===== src/rtl/jc_pkg.sv =====
package jc_pkg;

   localparam int unsigned JC_STAGES_DEF = 4;

   function automatic int unsigned jc_strobe_count(input int unsigned stages);
      return 2 * stages;
   endfunction

   typedef enum logic {
      JC_FB_PLAIN  = 1'b0,
      JC_FB_REPAIR = 1'b1
   } jc_fb_e;

endpackage


===== src/rtl/jc_stage_reg.sv =====
module jc_stage_reg #(
   parameter int unsigned WIDTH = 4
) (
   input  logic             clk,
   input  logic             rst,
   input  logic             en,
   input  logic [WIDTH-1:0] d,
   output logic [WIDTH-1:0] q
);

   initial begin
      if (WIDTH < 2) $error("jc_stage_reg: WIDTH must be at least 2");
   end

   logic [WIDTH-1:0] state_r;

   always_ff @(posedge clk) begin
      if (rst) begin
         state_r <= '0;
      end else if (en) begin
         state_r <= d;
      end
   end

   assign q = state_r;

endmodule


===== src/rtl/jc_feedback.sv =====
module jc_feedback
   import jc_pkg::*;
#(
   parameter int unsigned STAGES = JC_STAGES_DEF,
   parameter jc_fb_e      FB     = JC_FB_REPAIR
) (
   input  logic [STAGES-1:0] cur,
   output logic [STAGES-1:0] nxt
);

   localparam int unsigned TOP  = STAGES - 1;
   localparam int unsigned FIXP = 2;

   initial begin
      if (STAGES < 2) $error("jc_feedback: STAGES must be at least 2");
      if (FB == JC_FB_REPAIR && STAGES != 4)
         $error("jc_feedback: repair term is defined for four stages only");
   end

   // position-ordered view: pos[0] is the first stage
   logic [STAGES-1:0] pos;
   logic [STAGES-1:0] pos_nxt;

   for (genvar p = 0; p < STAGES; p++) begin : g_view
      assign pos[p] = cur[TOP-p];
      assign nxt[TOP-p] = pos_nxt[p];
   end

   assign pos_nxt[0] = ~pos[TOP];

   for (genvar p = 1; p < STAGES; p++) begin : g_shift
      if (FB == JC_FB_REPAIR && p == FIXP) begin : g_fix
         assign pos_nxt[p] = (pos[0] | pos[p]) & pos[p-1];
      end else begin : g_plain
         assign pos_nxt[p] = pos[p-1];
      end
   end

endmodule


===== src/rtl/jc_strobe_dec.sv =====
module jc_strobe_dec
   import jc_pkg::*;
#(
   parameter int unsigned STAGES = JC_STAGES_DEF,
   localparam int unsigned NSTB  = 2 * STAGES
) (
   input  logic [STAGES-1:0] cur,
   output logic [NSTB-1:0]   stb
);

   localparam int unsigned TOP = STAGES - 1;

   initial begin
      if (NSTB != jc_strobe_count(STAGES)) $error("jc_strobe_dec: strobe count mismatch");
   end

   logic [STAGES-1:0] pos;

   for (genvar p = 0; p < STAGES; p++) begin : g_view
      assign pos[p] = cur[TOP-p];
   end

   for (genvar j = 0; j < NSTB; j++) begin : g_term
      if (j == 0) begin : g_all_low
         assign stb[j] = ~pos[0] & ~pos[TOP];
      end else if (j < STAGES) begin : g_fill_edge
         assign stb[j] = pos[j-1] & ~pos[j];
      end else if (j == STAGES) begin : g_all_high
         assign stb[j] = pos[0] & pos[TOP];
      end else begin : g_drain_edge
         assign stb[j] = ~pos[j-STAGES-1] & pos[j-STAGES];
      end
   end

endmodule


===== src/rtl/jc_timing_gen.sv =====
module jc_timing_gen
   import jc_pkg::*;
#(
   parameter int unsigned STAGES = JC_STAGES_DEF,
   parameter bit          REPAIR = 1'b1,
   localparam int unsigned NSTB  = 2 * STAGES
) (
   input  logic              clk,
   input  logic              rst,
   input  logic              en,
   output logic [STAGES-1:0] ring_q,
   output logic [NSTB-1:0]   strobe
);

   localparam jc_fb_e FB_SEL = REPAIR ? JC_FB_REPAIR : JC_FB_PLAIN;

   initial begin
      if (STAGES != 4) $error("jc_timing_gen: only four stages are supported");
   end

   logic [STAGES-1:0] nxt_w;
   logic [STAGES-1:0] cur_w;

   jc_feedback #(
      .STAGES (STAGES),
      .FB     (FB_SEL)
   ) u_fb (
      .cur (cur_w),
      .nxt (nxt_w)
   );

   jc_stage_reg #(
      .WIDTH (STAGES)
   ) u_reg (
      .clk (clk),
      .rst (rst),
      .en  (en),
      .d   (nxt_w),
      .q   (cur_w)
   );

   jc_strobe_dec #(
      .STAGES (STAGES)
   ) u_dec (
      .cur (cur_w),
      .stb (strobe)
   );

   assign ring_q = cur_w;

endmodule


===== config.mk =====
export PLATFORM = sky130hd
export DESIGN_NAME = jc_timing_gen
export DESIGN_NICKNAME = d
export VERILOG_FILES = /design/src/rtl/jc_pkg.sv /design/src/rtl/jc_stage_reg.sv /design/src/rtl/jc_feedback.sv /design/src/rtl/jc_strobe_dec.sv /design/src/rtl/jc_timing_gen.sv
export SDC_FILE = /design/constraint.sdc
export NUM_CORES = 1
export LEC_CHECK = 0
export ABC_AREA = 1
export ABC_CLOCK_PERIOD_IN_PS = 800
export BUFFER_PORTS_ARGS = -buffer_cell sky130_fd_sc_hd__buf_2
export CAP_MARGIN = 20
export CORE_AREA = 5 5 42 44
export CTS_BUF_LIST = sky130_fd_sc_hd__clkbuf_4
export DETAILED_ROUTE_END_ITERATION = 6
export DIE_AREA = 0 0 47 49
export GPL_TIMING_DRIVEN = 0
export PLACE_DENSITY = 0.34
export SLEW_MARGIN = 0
export SYNTH_ARGS = -nofsm -noshare
export SYNTH_HDL_FRONTEND = slang
export SYNTH_SLANG_ARGS = --single-unit

===== constraint.sdc =====
create_clock -name clk -period 0.8 [get_ports clk]
set_input_delay 0.08 -clock clk [delete_from_list [all_inputs] [get_ports clk]]
set_output_delay 0.08 -clock clk [all_outputs]
set_load 0.01 [all_outputs]

==> results_dict.tcl, run 1 <==
set metrics [dict create \
    fp.dieW_um 47 \
    post-synth-top-area-fraction_pct 37.43 \
    critPathArrivalTime_ps 870 \
    yosys.area_share.adder_pct 0 \
    initial_utilization_pct 15.27 \
    whs_path_depth 4 \
    cts_tree "done" \
    grt_pass1_vias 254 \
    postSynthNetCount 38 \
    clock_sink_count 4 \
    final_cell_count_no_fill 75 \
    yosysWarnings 0 \
    grtUsageTotal_pct 7.248 \
    clk-insertion-delay-late_ps 240 \
    crit_type "reg2out" \
    vias 287 \
    post_syn_instances 35 \
    grt_antenna_before_repair 0 \
    synth_commonest_cells "sky130_fd_sc_hd__nor2_1 (12), sky130_fd_sc_hd__inv_1 (7), sky130_fd_sc_hd__nand2_1 (6)" \
    power_density_nw_per_um2 1435 \
    nNetsFinal 64 \
    r2r_slack_ps -40 \
    synth_area_per_cell_um2 6.113 \
    yosysMostFrequentCell "sky130_fd_sc_hd__nor2_1" \
    mappedNetlistArea_um2 214.0 \
    slew_headroom_pct 90.56 \
    fmax_mhz 1049 \
    slew_violations 0 \
    synth_compound_area_share_pct 8.772 \
    die_height_um 49 \
    final.min_clock_period_ps 953.4 \
    netlist_top_cells_area "sky130_fd_sc_hd__dfxtp_1 (37%), sky130_fd_sc_hd__nor2_1 (21%), sky130_fd_sc_hd__inv_1 (12%)" \
    worst_hold_path_type "in2reg" \
    detailedRoute.firstPassIterationCount 2 \
    final_min_period_over_clock_period_pct 119.2 \
    post-dp-hpwl_um 484.3 \
    overflow 0 \
    r2r_start "u_reg.q[0]$_SDFFE_PP0P_" \
    setup.worst_path.start_class "flip-flop" \
    final_setup_fails 14 \
    drt-wirelength-per-cell_um 9.107 \
    cp_max_fo 4 \
    final.setup.worst_slack_ps -153.4 \
    area.growth.synth_to_final_pct 114.0 \
    timing.max_cap.violations 0 \
    cts_inserted_buffers 3 \
    cp.depth 3 \
    grt_pass1_wl_um 1138 \
    post_drt_via_cell_ratio 3.827 \
    cell_type_contributing_the_most_total_cell_area_after_synthesis "sky130_fd_sc_hd__dfxtp_1" \
    worst_path_required_ps 720 \
    final_layout_size_suffix_gt1_share_pct 69.49 \
    cts-root-buf "sky130_fd_sc_hd__clkbuf_4" \
    synth_simple_gate_area_share_pct 34.50 \
    timing.critical_path.buf_inv 2 \
    violations_in_the_final_reports "negative setup slack" \
    gp_routability_congestion 0.7132 \
    synthXorXnorAreaFrac_pct 0 \
    synth_top_family_by_area "simple AND/OR/NAND/NOR gates" \
    top_level_port_count 15 \
    cp_slowest_cell "sky130_fd_sc_hd__dfxtp_4" \
    synth_async_sr_flop_share_pct 0 \
    dr.first_iter.drc_count 2 \
    cts.clk_slew.worst_paths_ps 50 \
    crit_path_max_incr_delay_ps 360 \
    fp.dieArea_um2 2303 \
    n_antenna_cell 0 \
    pin_count_of_the_biggest_net_entering_global_routing 8 \
    routed_wirelength_um 683 \
    r2r_cells 4 \
    worst_path_dominant_cell_family "flip-flops" \
    drtAntennaViolNets 0 \
    dp_worst_setup_slack_ps -31.14 \
    numPortBuffers 14 \
    final_count_of_hold_timing_violations 0 \
    synth_seq_area_share_pct 37.43 \
    start_point_of_the_critical_path "u_reg.q[2]$_SDFFE_PP0P_" \
    tightestPinTransition_ps 141.6 \
    clock-skew-final_ps 11.50 \
    timing.critical_path.cells "inv_2 > nor2_1 > buf_2" \
    cts-htree-levels 1 \
    rsz_0062_raised_after_global_routing "yes" \
    yosys_most_used_dff "sky130_fd_sc_hd__dfxtp_1" \
    synth-edff-count 0 \
    total_of_flip_flops_plus_latches_after_synthesis 4 \
    run_status "finished, violations left" \
    netlist-cell-type-count 9 \
    rows 14 \
    static_leakage_power_uw 0.0002496 \
    critPathCaptureType "output pin" \
    post_synth_mux_area_share_pct 0 \
    worst_vdd_ir_mv 0.7795 \
    place.detailed.instances 65 \
    core_region_area_um2 1401 \
    largest_register_ff_count 4 \
    post-route-drc-count 0 \
    worstHoldStart "rst" \
    maximum_buffer_depth_of_the_clock_tree 2 \
]
## worst min-delay path: stages
cell and delay, ps:
sky130_fd_sc_hd__buf_2 80, sky130_fd_sc_hd__inv_1 60, sky130_fd_sc_hd__o21ai_2 50, sky130_fd_sc_hd__nor2_1 30
## cells by family after synthesis
group,count (synthesis)
AO/OA/AOI/OAI,3
buffers and inverters,9
flip-flops,4
AND/OR/NAND/NOR,19
## cells in the final DEF (no fill, tap or decap)
cell type | netlist | layout
sky130_fd_sc_hd__inv_1 | 7 | 3
sky130_fd_sc_hd__dfxtp_4 | 0 | 4
sky130_fd_sc_hd__nor2_1 | 12 | 10
sky130_fd_sc_hd__dlygate4sd3_1 | 0 | 1
sky130_fd_sc_hd__nand2_1 | 6 | 4
sky130_fd_sc_hd__o21ai_2 | 0 | 1
sky130_fd_sc_hd__buf_2 | 0 | 10
sky130_fd_sc_hd__nand2_2 | 1 | 3
sky130_fd_sc_hd__a21oi_2 | 1 | 2
sky130_fd_sc_hd__inv_2 | 0 | 4
sky130_fd_sc_hd__nor2_2 | 0 | 2
sky130_fd_sc_hd__buf_6 | 0 | 9
sky130_fd_sc_hd__buf_4 | 2 | 3
sky130_fd_sc_hd__clkbuf_4 | 0 | 3
## layer usage
| metal | GRT usage (%) | share of wire, % |
|---|---|---|
| met1 | 7.675 | 40 |
| met2 | 9.502 | 45 |
| met3 | 7.380 | 16 |
| met4 | 2.765 | 0 |
| met5 | 0 | 0 |
## power by group
group	internal, uW	switching [uW]
registers	206	20.8
logic	93.5	72.2
clock network	169	95.7
total	468	189
## final cells by class
type	instances	area [um^2]
fillers	158	943.4
repair buffers	21	161.4
well taps	16	20.02
flip-flops and latches	4	95.09
inverters	7	26.28
multi-input cells	22	110.1
plain buffers	2	22.52
clock buffers	3	22.52
## worst paths after layout
kind | end
max | strobe[5]
min | u_reg.q[0]$_SDFFE_PP0P_
max reg2reg | u_reg.q[0]$_SDFFE_PP0P_
min reg2reg | u_reg.q[1]$_SDFFE_PP0P_
## through the flow
| step | TNS [ps] | power (uW) | utilization, % | hold slack, ps | cell area, um^2 |
|---|---|---|---|---|---|
| finish | -1444 | 657.1 | 32.68 | 117.7 | 457.9 |
| floorplan | 0 | 290.0 | - | 142.4 | 214.0 |
| global route | -2200 | 717.6 | 32.68 | 132.0 | 457.9 |
| global placement | -64.99 | 340.1 | 21.70 | 261.8 | 304.0 |
| CTS | -1392 | 648.6 | 29.38 | 116.7 | 411.6 |
| detailed placement | -76.30 | 340.1 | 21.70 | 262.3 | 304.0 |
## timing repair
item                                    CTS  global route
setup buffers                             4             2
hold buffers                              1             0
pin swaps                                 0             4
endpoints found under the setup margin   12            13
hold endpoints to repair                  1             0
gates resized for setup                  16            11
No activity file was read; power rests on OpenSTA's default activity.
==> inputs of run 2 (changes only) <==
SKIP_CTS_REPAIR_TIMING = 1   (was unset)
==> run 2 against run 1 <==
Compared with the run above: the run still ends with negative setup slack left; non-clock buffer count is 3 lower; final area is 10% lower; first-iteration DRC count did not move; final cell count decreased by 4.0%; utilization is 3.4 points lower; sequential share of layout area increased by 2.4 points; clock power barely moved; fmax fell by 0.64%; sequential power barely moved; routed wire length is 2.2% lower; critical path type unchanged; highest routed layer unchanged.
==> results_dict.tcl, run 2 (synthesis results as in run 1) <==
set metrics [dict create \
    grtUsageTotal_pct 6.977 \
    post_drt_via_cell_ratio 3.750 \
    critPathCaptureType "output pin" \
    detailedRoute.firstPassIterationCount 2 \
    setup.worst_path.start_class "flip-flop" \
    cts-htree-levels 1 \
    share_clk_of_total_power_pct 41.5 \
    share_comb_of_total_power_pct 22.4 \
    cp_max_fo 6 \
    static_leakage_power_uw 0.0002264 \
    dp_worst_setup_slack_ps -31.14 \
    fp.dieW_um 47 \
    fmax_mhz 1042 \
    cts_inserted_buffers 3 \
    final_min_period_over_clock_period_pct 119.9 \
    worst_hold_path_type "in2reg" \
    routed_wirelength_um 668 \
    final_layout_size_suffix_gt1_share_pct 58.93 \
    grt_pass1_wl_um 1069 \
    timing.max_cap.violations 0 \
    maximum_buffer_depth_of_the_clock_tree 2 \
    violations_in_the_final_reports "negative setup slack" \
    cts_tree "done" \
    drt-wirelength-per-cell_um 9.278 \
    place.detailed.instances 65 \
    vias 270 \
    drtAntennaViolNets 0 \
    r2r_slack_ps 50 \
    most-common-layout-cells "sky130_fd_sc_hd__nor2_1 (10), sky130_fd_sc_hd__buf_2 (10), sky130_fd_sc_hd__nand2_1 (6)" \
    pin_count_of_the_biggest_net_entering_global_routing 9 \
    run_status "finished, violations left" \
    dr.first_iter.drc_count 2 \
    r2r_end "u_reg.q[0]$_SDFFE_PP0P_" \
    numPortBuffers 14 \
    switching_power_uw 177.2 \
    final_setup_fails 12 \
    overflow 0 \
    placed_cell_area_um2 304.0 \
    final.min_clock_period_ps 959.5 \
    core_region_area_um2 1401 \
    r2r_start "u_reg.q[0]$_SDFFE_PP0P_" \
    rows 14 \
    tightestPinTransition_ps 123.5 \
    rsz_0062_raised_after_global_routing "yes" \
    post-route-drc-count 0 \
    netSwitchingFraction_pct 28.18 \
    gp_routability_congestion 0.7132 \
    critPathArrivalTime_ps 880 \
    power_density_nw_per_um2 1532 \
    seq_power_share_pct 36.1 \
    grt_antenna_before_repair 0 \
    totalPowerFinal_uw 628.7 \
    slew_headroom_pct 91.77 \
    cell_internal_pwr_uw 451.5 \
    r2r_cells 3 \
    final.setup.worst_slack_ps -159.5 \
    summed_area_of_non_filler_cells_in_the_final_layout_um2 410.4 \
    initial_utilization_pct 15.27 \
    die_height_um 49 \
    start_point_of_the_critical_path "u_reg.q[1]$_SDFFE_PP0P_" \
    grt_pass1_vias 244 \
    n_antenna_cell 0 \
    worst_path_required_ps 720 \
    top_level_port_count 15 \
    clock_sink_count 4 \
    final_cell_count_no_fill 72 \
    cts-root-buf "sky130_fd_sc_hd__clkbuf_4" \
    cp-endpoint "strobe[3]" \
    nNetsFinal 61 \
    fp.dieArea_um2 2303 \
    final_core_util_pct 29.29 \
    post-dp-hpwl_um 484.3 \
    area.growth.synth_to_final_pct 91.81 \
    largest_register_ff_count 4 \
    slew_violations 0 \
    clock-skew-final_ps 9.290 \
    final_count_of_hold_timing_violations 0 \
    worst_vdd_ir_mv 0.7623 \
    cts.clk_slew.worst_paths_ps 40 \
    crit_type "reg2out" \
    clk-insertion-delay-late_ps 240 \
]
[run 2: changes by cell type in the layout (fill, tap and decap cells not counted), sizes merged]
cell and change:
buf -3
[run 2: worst min path at each step]
stage	startpoint	end	slack (ps)	cells after the start
final	rst	u_reg.q[3]$_SDFFE_PP0P_	120	4
after floorplan	rst	u_reg.q[2]$_SDFFE_PP0P_	140	1
after global placement	rst	u_reg.q[2]$_SDFFE_PP0P_	260	2
after CTS	rst	u_reg.q[2]$_SDFFE_PP0P_	5	2
after detailed placement	rst	u_reg.q[2]$_SDFFE_PP0P_	260	2
after global routing	en	u_reg.q[2]$_SDFFE_PP0P_	120	3
[run 2: area by class of cell]
type                       count  area (um^2)
inverter                       7        28.78
tap                           16        20.02
timing repair buffer          18        131.4
sequential                     4        95.09
clock buffer                   3        22.52
buffer                         2        15.01
multi-input combinational     22        97.59
fill                         164        991.0
[run 2: per-layer routing]
| metal | part of all wire (%) | global-route usage, % |
|---|---|---|
| met2 | 41 | 8.371 |
| met5 | 0 | 0 |
| met1 | 45 | 8.150 |
| met4 | 0 | 2.765 |
| met3 | 14 | 7.011 |
[run 2: stage by stage]
step                setup TNS [ps]  hold WS, ps
floorplan                        0        142.4
global placement            -64.99        261.8
detailed placement          -76.30        262.3
CTS                          -2783        4.599
global route                 -2171        123.6
finish                       -1476        120.0
[run 2: power groups by stage]
stage / Sequential [uW] / Clock [uW] / Combinational (uW)
after floorplan: 232 / 0 / 58.1
after global placement: 235 / 0 / 105
after detailed placement: 235 / 0 / 105
after CTS: 232 / 276 / 105
after global routing: 230 / 306 / 155
final: 227 / 261 / 141
[run 2: worst max-delay path, cell delays in order, from the launching register on]
cell	delay, ps
sky130_fd_sc_hd__dfxtp_4	380
sky130_fd_sc_hd__inv_2	50
sky130_fd_sc_hd__nor2_2	90
sky130_fd_sc_hd__buf_2	130
